`src/rtl/mac_pkg.sv`:
```
package mac_pkg;

    typedef enum logic [1:0] {
        OP_MUL16 = 2'd0,
        OP_MAC16 = 2'd1,
        OP_MUL32 = 2'd2,
        OP_MAC32 = 2'd3
    } mac_op_e;

    // Sequencer state: one bit each for busy and done, the step counter and the held operation.
    typedef struct packed {
        logic    busy;
        logic    done;
        logic [1:0] step;
        mac_op_e op;
    } seq_state_t;

    // Fixed cycle count from the accepting edge to the writing edge, inclusive.
    function automatic logic [1:0] op_latency(mac_op_e op);
        case (op)
            OP_MUL16: op_latency = 2'd1;
            OP_MAC16: op_latency = 2'd2;
            OP_MUL32: op_latency = 2'd2;
            default:  op_latency = 2'd3;
        endcase
    endfunction

endpackage

```
`src/rtl/mac_row_mult.sv`:
```
module mac_row_mult #(
    parameter int XW = 17,
    parameter int YW = 33,
    localparam int PW = XW + YW
) (
    input  logic [XW-1:0] x_i,
    input  logic [YW-1:0] y_i,
    output logic [PW-1:0] p_o
);

    logic signed [PW-1:0] xs;
    logic signed [PW-1:0] ys;

    // Both factors arrive already extended by the caller. Widen them to the product width.
    assign xs = $signed({{(PW-XW){x_i[XW-1]}}, x_i});
    assign ys = $signed({{(PW-YW){y_i[YW-1]}}, y_i});
    assign p_o = xs * ys;

endmodule

```
`src/rtl/mac_seq.sv`:
```
module mac_seq
    import mac_pkg::*;
(
    input  logic       clk,
    input  logic       rst_n,
    input  logic       start_i,
    input  mac_op_e    op_i,
    output logic       busy_o,
    output logic       done_o,
    output logic       accept_o,
    output logic       commit_o,
    output logic [1:0] phase_o,
    output mac_op_e    op_o
);

    seq_state_t s_d, s_q;
    logic [1:0] last_step;

    always_comb begin
        s_d       = s_q;
        s_d.done  = 1'b0;
        accept_o  = start_i && !s_q.busy;
        op_o      = accept_o ? op_i : s_q.op;
        phase_o   = accept_o ? 2'd0 : s_q.step;
        last_step = op_latency(op_o) - 2'd1;
        commit_o  = (accept_o || s_q.busy) && (phase_o == last_step);

        if (accept_o) begin
            s_d.op = op_i;
        end
        if (accept_o || s_q.busy) begin
            if (commit_o) begin
                s_d.busy = 1'b0;
                s_d.step = 2'd0;
                s_d.done = 1'b1;
            end else begin
                s_d.busy = 1'b1;
                s_d.step = phase_o + 2'd1;
            end
        end
    end

    always_ff @(posedge clk or negedge rst_n) begin
        if (!rst_n) begin
            s_q <= '0;
        end else begin
            s_q <= s_d;
        end
    end

    assign busy_o = s_q.busy;
    assign done_o = s_q.done;


    done_busy_excl_chk: assert property (@(posedge clk) disable iff (!rst_n)
        s_q.done |-> !s_q.busy);


    busy_ends_done_chk: assert property (@(posedge clk) disable iff (!rst_n)
        s_q.busy |=> (s_q.busy || s_q.done));


    busy_rise_chk: assert property (@(posedge clk) disable iff (!rst_n)
        $rose(s_q.busy) |-> $past(start_i));


    busy_op_hold_chk: assert property (@(posedge clk) disable iff (!rst_n)
        (s_q.busy && start_i) |=> $stable(s_q.op));


    step_bound_chk: assert property (@(posedge clk) disable iff (!rst_n)
        s_q.busy |-> (s_q.step < op_latency(s_q.op)));

endmodule

```
`src/rtl/mac_datapath.sv`:
```
module mac_datapath
    import mac_pkg::*;
#(
    parameter int HALF_W = 16,
    localparam int OPW  = 2 * HALF_W,
    localparam int ACCW = 2 * OPW
) (
    input  logic            clk,
    input  logic            rst_n,
    input  logic            accept_i,
    input  logic            busy_i,
    input  logic            commit_i,
    input  logic            clear_i,
    input  logic            sgn_i,
    input  mac_op_e         op_i,
    input  logic [1:0]      phase_i,
    input  logic [OPW-1:0]  a_i,
    input  logic [OPW-1:0]  b_i,
    output logic [ACCW-1:0] acc_o
);

    localparam int XW = HALF_W + 1;
    localparam int YW = OPW + 1;
    localparam int PW = XW + YW;

    typedef struct packed {
        logic [OPW-1:0]  a;
        logic [OPW-1:0]  b;
        logic            sgn;
        logic [ACCW-1:0] part;
        logic [ACCW-1:0] acc;
    } dp_state_t;

    dp_state_t d, q;

    logic [OPW-1:0]  a_src, b_src;
    logic            sgn_src;
    logic            is16;
    logic [XW-1:0]   x_sel;
    logic [YW-1:0]   y_sel;
    logic [PW-1:0]   row;
    logic [ACCW-1:0] row_ext;
    logic [ACCW-1:0] row_sh;

    // Operands come from the ports on the accepting edge and from the held copy after it.
    assign a_src   = accept_i ? a_i   : q.a;
    assign b_src   = accept_i ? b_i   : q.b;
    assign sgn_src = accept_i ? sgn_i : q.sgn;
    assign is16    = (op_i == OP_MUL16) || (op_i == OP_MAC16);

    always_comb begin
        if (is16) begin
            x_sel = {sgn_src & a_src[HALF_W-1], a_src[HALF_W-1:0]};
            y_sel = {{(YW-HALF_W){sgn_src & b_src[HALF_W-1]}}, b_src[HALF_W-1:0]};
        end else begin
            // First row: low half of A, always unsigned. Second row: high half of A, carrying the sign.
            if (phase_i == 2'd0) begin
                x_sel = {1'b0, a_src[HALF_W-1:0]};
            end else begin
                x_sel = {sgn_src & a_src[OPW-1], a_src[OPW-1:HALF_W]};
            end
            y_sel = {sgn_src & b_src[OPW-1], b_src};
        end
    end

    mac_row_mult #(.XW(XW), .YW(YW)) i_row (
        .x_i (x_sel),
        .y_i (y_sel),
        .p_o (row)
    );

    generate
        if (PW < ACCW) begin : g_row_widen
            assign row_ext = {{(ACCW-PW){row[PW-1]}}, row};
        end else begin : g_row_trim
            assign row_ext = row[ACCW-1:0];
        end
    endgenerate

    assign row_sh = row_ext << HALF_W;

    always_comb begin
        d = q;
        if (accept_i) begin
            d.a   = a_i;
            d.b   = b_i;
            d.sgn = sgn_i;
        end
        if (accept_i || busy_i) begin
            case (op_i)
                OP_MUL16: begin
                    d.acc[OPW-1:0] = row_ext[OPW-1:0];
                end
                OP_MAC16: begin
                    if (phase_i == 2'd0) d.part = row_ext;
                    else                 d.acc  = q.acc + q.part;
                end
                OP_MUL32: begin
                    if (phase_i == 2'd0) d.part = row_ext;
                    else                 d.acc  = q.part + row_sh;
                end
                default: begin
                    if (phase_i == 2'd0)      d.part = row_ext;
                    else if (phase_i == 2'd1) d.part = q.part + row_sh;
                    else                      d.acc  = q.acc + q.part;
                end
            endcase
        end else if (clear_i) begin
            d.acc = '0;
        end
    end

    always_ff @(posedge clk or negedge rst_n) begin
        if (!rst_n) begin
            q <= '0;
        end else begin
            q <= d;
        end
    end

    assign acc_o = q.acc;


    acc_hold_chk: assert property (@(posedge clk) disable iff (!rst_n)
        ((accept_i || busy_i) && !commit_i) |=> $stable(q.acc));


    clear_zero_chk: assert property (@(posedge clk) disable iff (!rst_n)
        (clear_i && !busy_i && !accept_i) |=> (q.acc == '0));


    mul16_hi_keep_chk: assert property (@(posedge clk) disable iff (!rst_n)
        (commit_i && op_i == OP_MUL16) |=> $stable(q.acc[ACCW-1:OPW]));


    operand_hold_chk: assert property (@(posedge clk) disable iff (!rst_n)
        (busy_i && !accept_i) |=> ($stable(q.a) && $stable(q.b)));

endmodule

```
`src/rtl/mac_unit.sv`:
```
module mac_unit
    import mac_pkg::*;
#(
    parameter int HALF_W = 16
) (
    input  logic                clk,
    input  logic                rst_n,
    input  logic                start,
    input  logic [1:0]          op,
    input  logic                is_signed,
    input  logic                clear,
    input  logic [2*HALF_W-1:0] opa,
    input  logic [2*HALF_W-1:0] opb,
    output logic                busy,
    output logic                done,
    output logic [2*HALF_W-1:0] acc_hi,
    output logic [2*HALF_W-1:0] acc_lo
);

    localparam int OPW  = 2 * HALF_W;
    localparam int ACCW = 2 * OPW;

    logic            accept, commit;
    logic [1:0]      phase;
    mac_op_e         cur_op;
    logic [ACCW-1:0] acc;

    mac_seq i_seq (
        .clk      (clk),
        .rst_n    (rst_n),
        .start_i  (start),
        .op_i     (mac_op_e'(op)),
        .busy_o   (busy),
        .done_o   (done),
        .accept_o (accept),
        .commit_o (commit),
        .phase_o  (phase),
        .op_o     (cur_op)
    );

    mac_datapath #(.HALF_W(HALF_W)) i_dp (
        .clk      (clk),
        .rst_n    (rst_n),
        .accept_i (accept),
        .busy_i   (busy),
        .commit_i (commit),
        .clear_i  (clear),
        .sgn_i    (is_signed),
        .op_i     (cur_op),
        .phase_i  (phase),
        .a_i      (opa),
        .b_i      (opb),
        .acc_o    (acc)
    );

    assign acc_hi = acc[ACCW-1:OPW];
    assign acc_lo = acc[OPW-1:0];

endmodule

```
`config.mk`:
```
export PLATFORM = sky130hd
export DESIGN_NAME = mac_unit
export DESIGN_NICKNAME = d
export VERILOG_FILES = /design/src/rtl/mac_pkg.sv /design/src/rtl/mac_row_mult.sv /design/src/rtl/mac_seq.sv /design/src/rtl/mac_datapath.sv /design/src/rtl/mac_unit.sv
export SDC_FILE = /design/constraint.sdc
export NUM_CORES = 2
export LEC_CHECK = 0
export ABC_AREA = 0
export CORE_ASPECT_RATIO = 0.8
export CORE_MARGIN = 5
export CORE_UTILIZATION = 55
export DETAILED_ROUTE_END_ITERATION = 7
export PLACE_DENSITY = 0.72
export SKIP_LAST_GASP = 1
export SLEW_MARGIN = 20
export SYNTH_ARGS = -nofsm -noshare
export SYNTH_HDL_FRONTEND = slang
export SYNTH_SLANG_ARGS = --single-unit
```
`constraint.sdc`:
```
create_clock -name clk -period 13.16 [get_ports clk]
set_input_delay 1.974 -clock clk [delete_from_list [all_inputs] [get_ports clk]]
set_output_delay 1.974 -clock clk [all_outputs]
set_load 0.005 [all_outputs]
```
==> reports/results.ini <==
[detailed_routing]
drcViolationCount=0
drtPass1Iterations=6
antenna_left=0
vias_per_cell=6.00
drt_wl_total_mm=110
vias=29900
drt_iter0_markers=3315
wl_per_cell_um=22.0

[min_path]
hp-class=register to register
min-delay-start=i_seq.s_q[3]

[cts]
holdBufCountCts=0
clock_sinks=199
cts_buffer_depth=2
cts_max_level=4
post-cts-setup-buffers=0
cts_tree=yes
numCtsBuffers=17
cts_root_buf=clkbuf_16
clk_pin_slew_ns=0.09
cts_resized=0
clock_latency_ns=0.54

[synthesis]
yosys_warnings=0
synth_area_um2=35100
yosys.cell_types.count=98
synthTopCellsByArea=fa_1 (31%), dfrtp_1 (14%), ha_1 (8.4%)
synth_seq_cells=199
synth_ff_type=dfrtp_1
async_reset_ff_share_pct=100
synth_area_per_cell_um2=8.56
synth_top_area_cell=fa_1
synth-edff-count=0
syn_inst=4101
synth.net_count=4945
synth_top_area_share_pct=30.7
ys_seq_area_share_pct=14.2

[grt]
grt_use_total_pct=31.7
grt_pass1_vias=29700
antenna_found_initial=0
grt_overflow=0
grt_max_degree=90
grt_pass1_wl_mm=172

[worst_setup_path]
critPathRequiredTime_ns=13.53
crit_path_end_kind=register
cpMaxStageDelayCell=mux2i_1
cp-startpoint=start
r2r-start=i_seq.busy_o
slowest_delay_ns=0.86
start_kind=input port
crit_path_max_fanout=21
worst_path_most_repeated_cell=fa_1
setup.worst_path.class=input port to register
cp.arrival_ns=12.69

[sta]
skew_ns=0.0240
hold_ws_ns=0.511
setup_ws_ns=0.834
post-route-min-period_ns=12.33
setup-violations-final=0
rsz0062_at_grt=no
slew_violations=0
hold_violations=0
worst_slew_pin_slew_ns=1.06
tns_ns=0
timing.fmax_ghz=0.0811
layout_worst_path_cycle_share_pct=93.7
relSlewSlack_pct=28.8

[die]
core.rowCount=82
start_util_pct=55.8
die_x_um=292
die_h_um=236
die-area_um2=69000
pin_count=137
core-area_um2=62900

[cells_and_area]
final_nets=4970
area_growth_pct=7.81
drive_gt1_share_pct=5.46

[place]
io_buffers=136
hpwl_mm=88.8
place.gp.congestion=1.03
place_ws_ns=0.632

[run]
max_cap_violations=0

[status]
status=complete, no violations

[sequential cells by signal, summed over array words and instances, names as in the netlist]
register and flops:
i_seq.s_q 4, i_seq.done_o 1, i_seq.busy_o 1, i_dp.acc_o 64, i_dp.q 129
[per-layer routing]
layer,wire [um],global-route usage [%],vias to the layer above,share of wire (%)
met2,48300,47.6,1542,44
met4,4240,10.7,0,3.9
met3,11000,7.27,287,10
met5,0,0,-,0
li1,-,-,13200,-
met1,46000,45.7,14800,42
[layout by cell type (no fill, tap or decap), types with 12 or more instances in the layout]
cell type        count
inv_1              698
fa_1               538
nand2_1            522
nor2_1             374
ha_1               234
a21oi_1            233
dfrtp_1            199
o21ai_0            152
clkdlybuf4s50_1    135
buf_4              114
a21o_1             101
xnor2_1             94
mux2i_1             85
xor2_1              60
nand4_1             37
o21bai_1            34
a22o_1              34
a22oi_1             31
nand3_1             29
nor3_1              28
o21ai_1             20
o31ai_1             20
a221oi_1            20
and2_1              19
o21a_1              17
clkbuf_16           17
o211ai_1            16
o221ai_1            16
and3_1              15
a211oi_1            14
a221o_1             14
nor2b_1             14
nand2b_1            12
[cell type report]
class	count	area, um^2
antenna	1	2.50
clock buffer	17	425
fill	5582	25100
tap	840	1050
inverter	706	2650
sequential	199	4980
multi-input combinational	2950	26400
clock inverter	13	114
timing repair buffer	252	2260
[Yosys cell counts, drive strengths merged, types with 89 or more instances]
| master | instances |
|---|---|
| inv | 699 |
| mux2i | 98 |
| nor2 | 377 |
| a21oi | 240 |
| dfrtp | 199 |
| a21o | 101 |
| xnor2 | 94 |
| o21ai | 174 |
| ha | 235 |
| clkbuf | 156 |
| buf | 89 |
| fa | 538 |
| nand2 | 522 |
[logic make-up (layout without fill, tap and decap cells)]
kind of cell	after synthesis	count (layout)	synth area share, %
other	0	1	0
AOI/OAI and AO/OA	824	824	15.7
adders and majority gates	773	773	39.1
xor gates and xnor gates	154	154	3.84
DFF	199	199	14.2
and+or+nand+nor	1095	1095	13.1
muxes	104	104	3.02
buffers and inverters	952	988	11.1
[final timing paths]
kind / endpoint / depth (start not counted) / slack (ns)
worst max-delay path: i_dp.acc_o[63] / 35 / 0.83
worst min-delay path: i_seq.s_q[3] / 2 / 0.51
worst max register to register: i_dp.acc_o[63] / 34 / 2.32
worst min register to register: i_seq.s_q[3] / 2 / 0.51
max in group asynchronous: i_dp.q[157] / 2 / 10.35
min in group asynchronous: i_dp.acc_o[11] / 1 / 1.47
[worst max-delay path: cells and delay by family]
| family | cells | cell delay (ns) |
|---|---|---|
| xor+xnor | 2 | 0.68 |
| mux | 1 | 0.86 |
| buf+inv | 5 | 1.26 |
| compound gates | 15 | 3.62 |
| simple gates | 4 | 0.55 |
| fa+ha+maj | 8 | 3.67 |
[metrics by stage]
step / cells / utilization, % / instance area (um^2)
floorplan: 4101 / - / 35100
global placement: 4947 / 59.3 / 37300
detailed placement: 4947 / 59.3 / 37300
CTS: 4977 / 60.2 / 37800
global route: 4977 / 60.2 / 37800
finish: 4978 / 60.2 / 37800
Power is not shown: default switching activity piles up to over one toggle a cycle in this logic, so the estimate is an artifact.
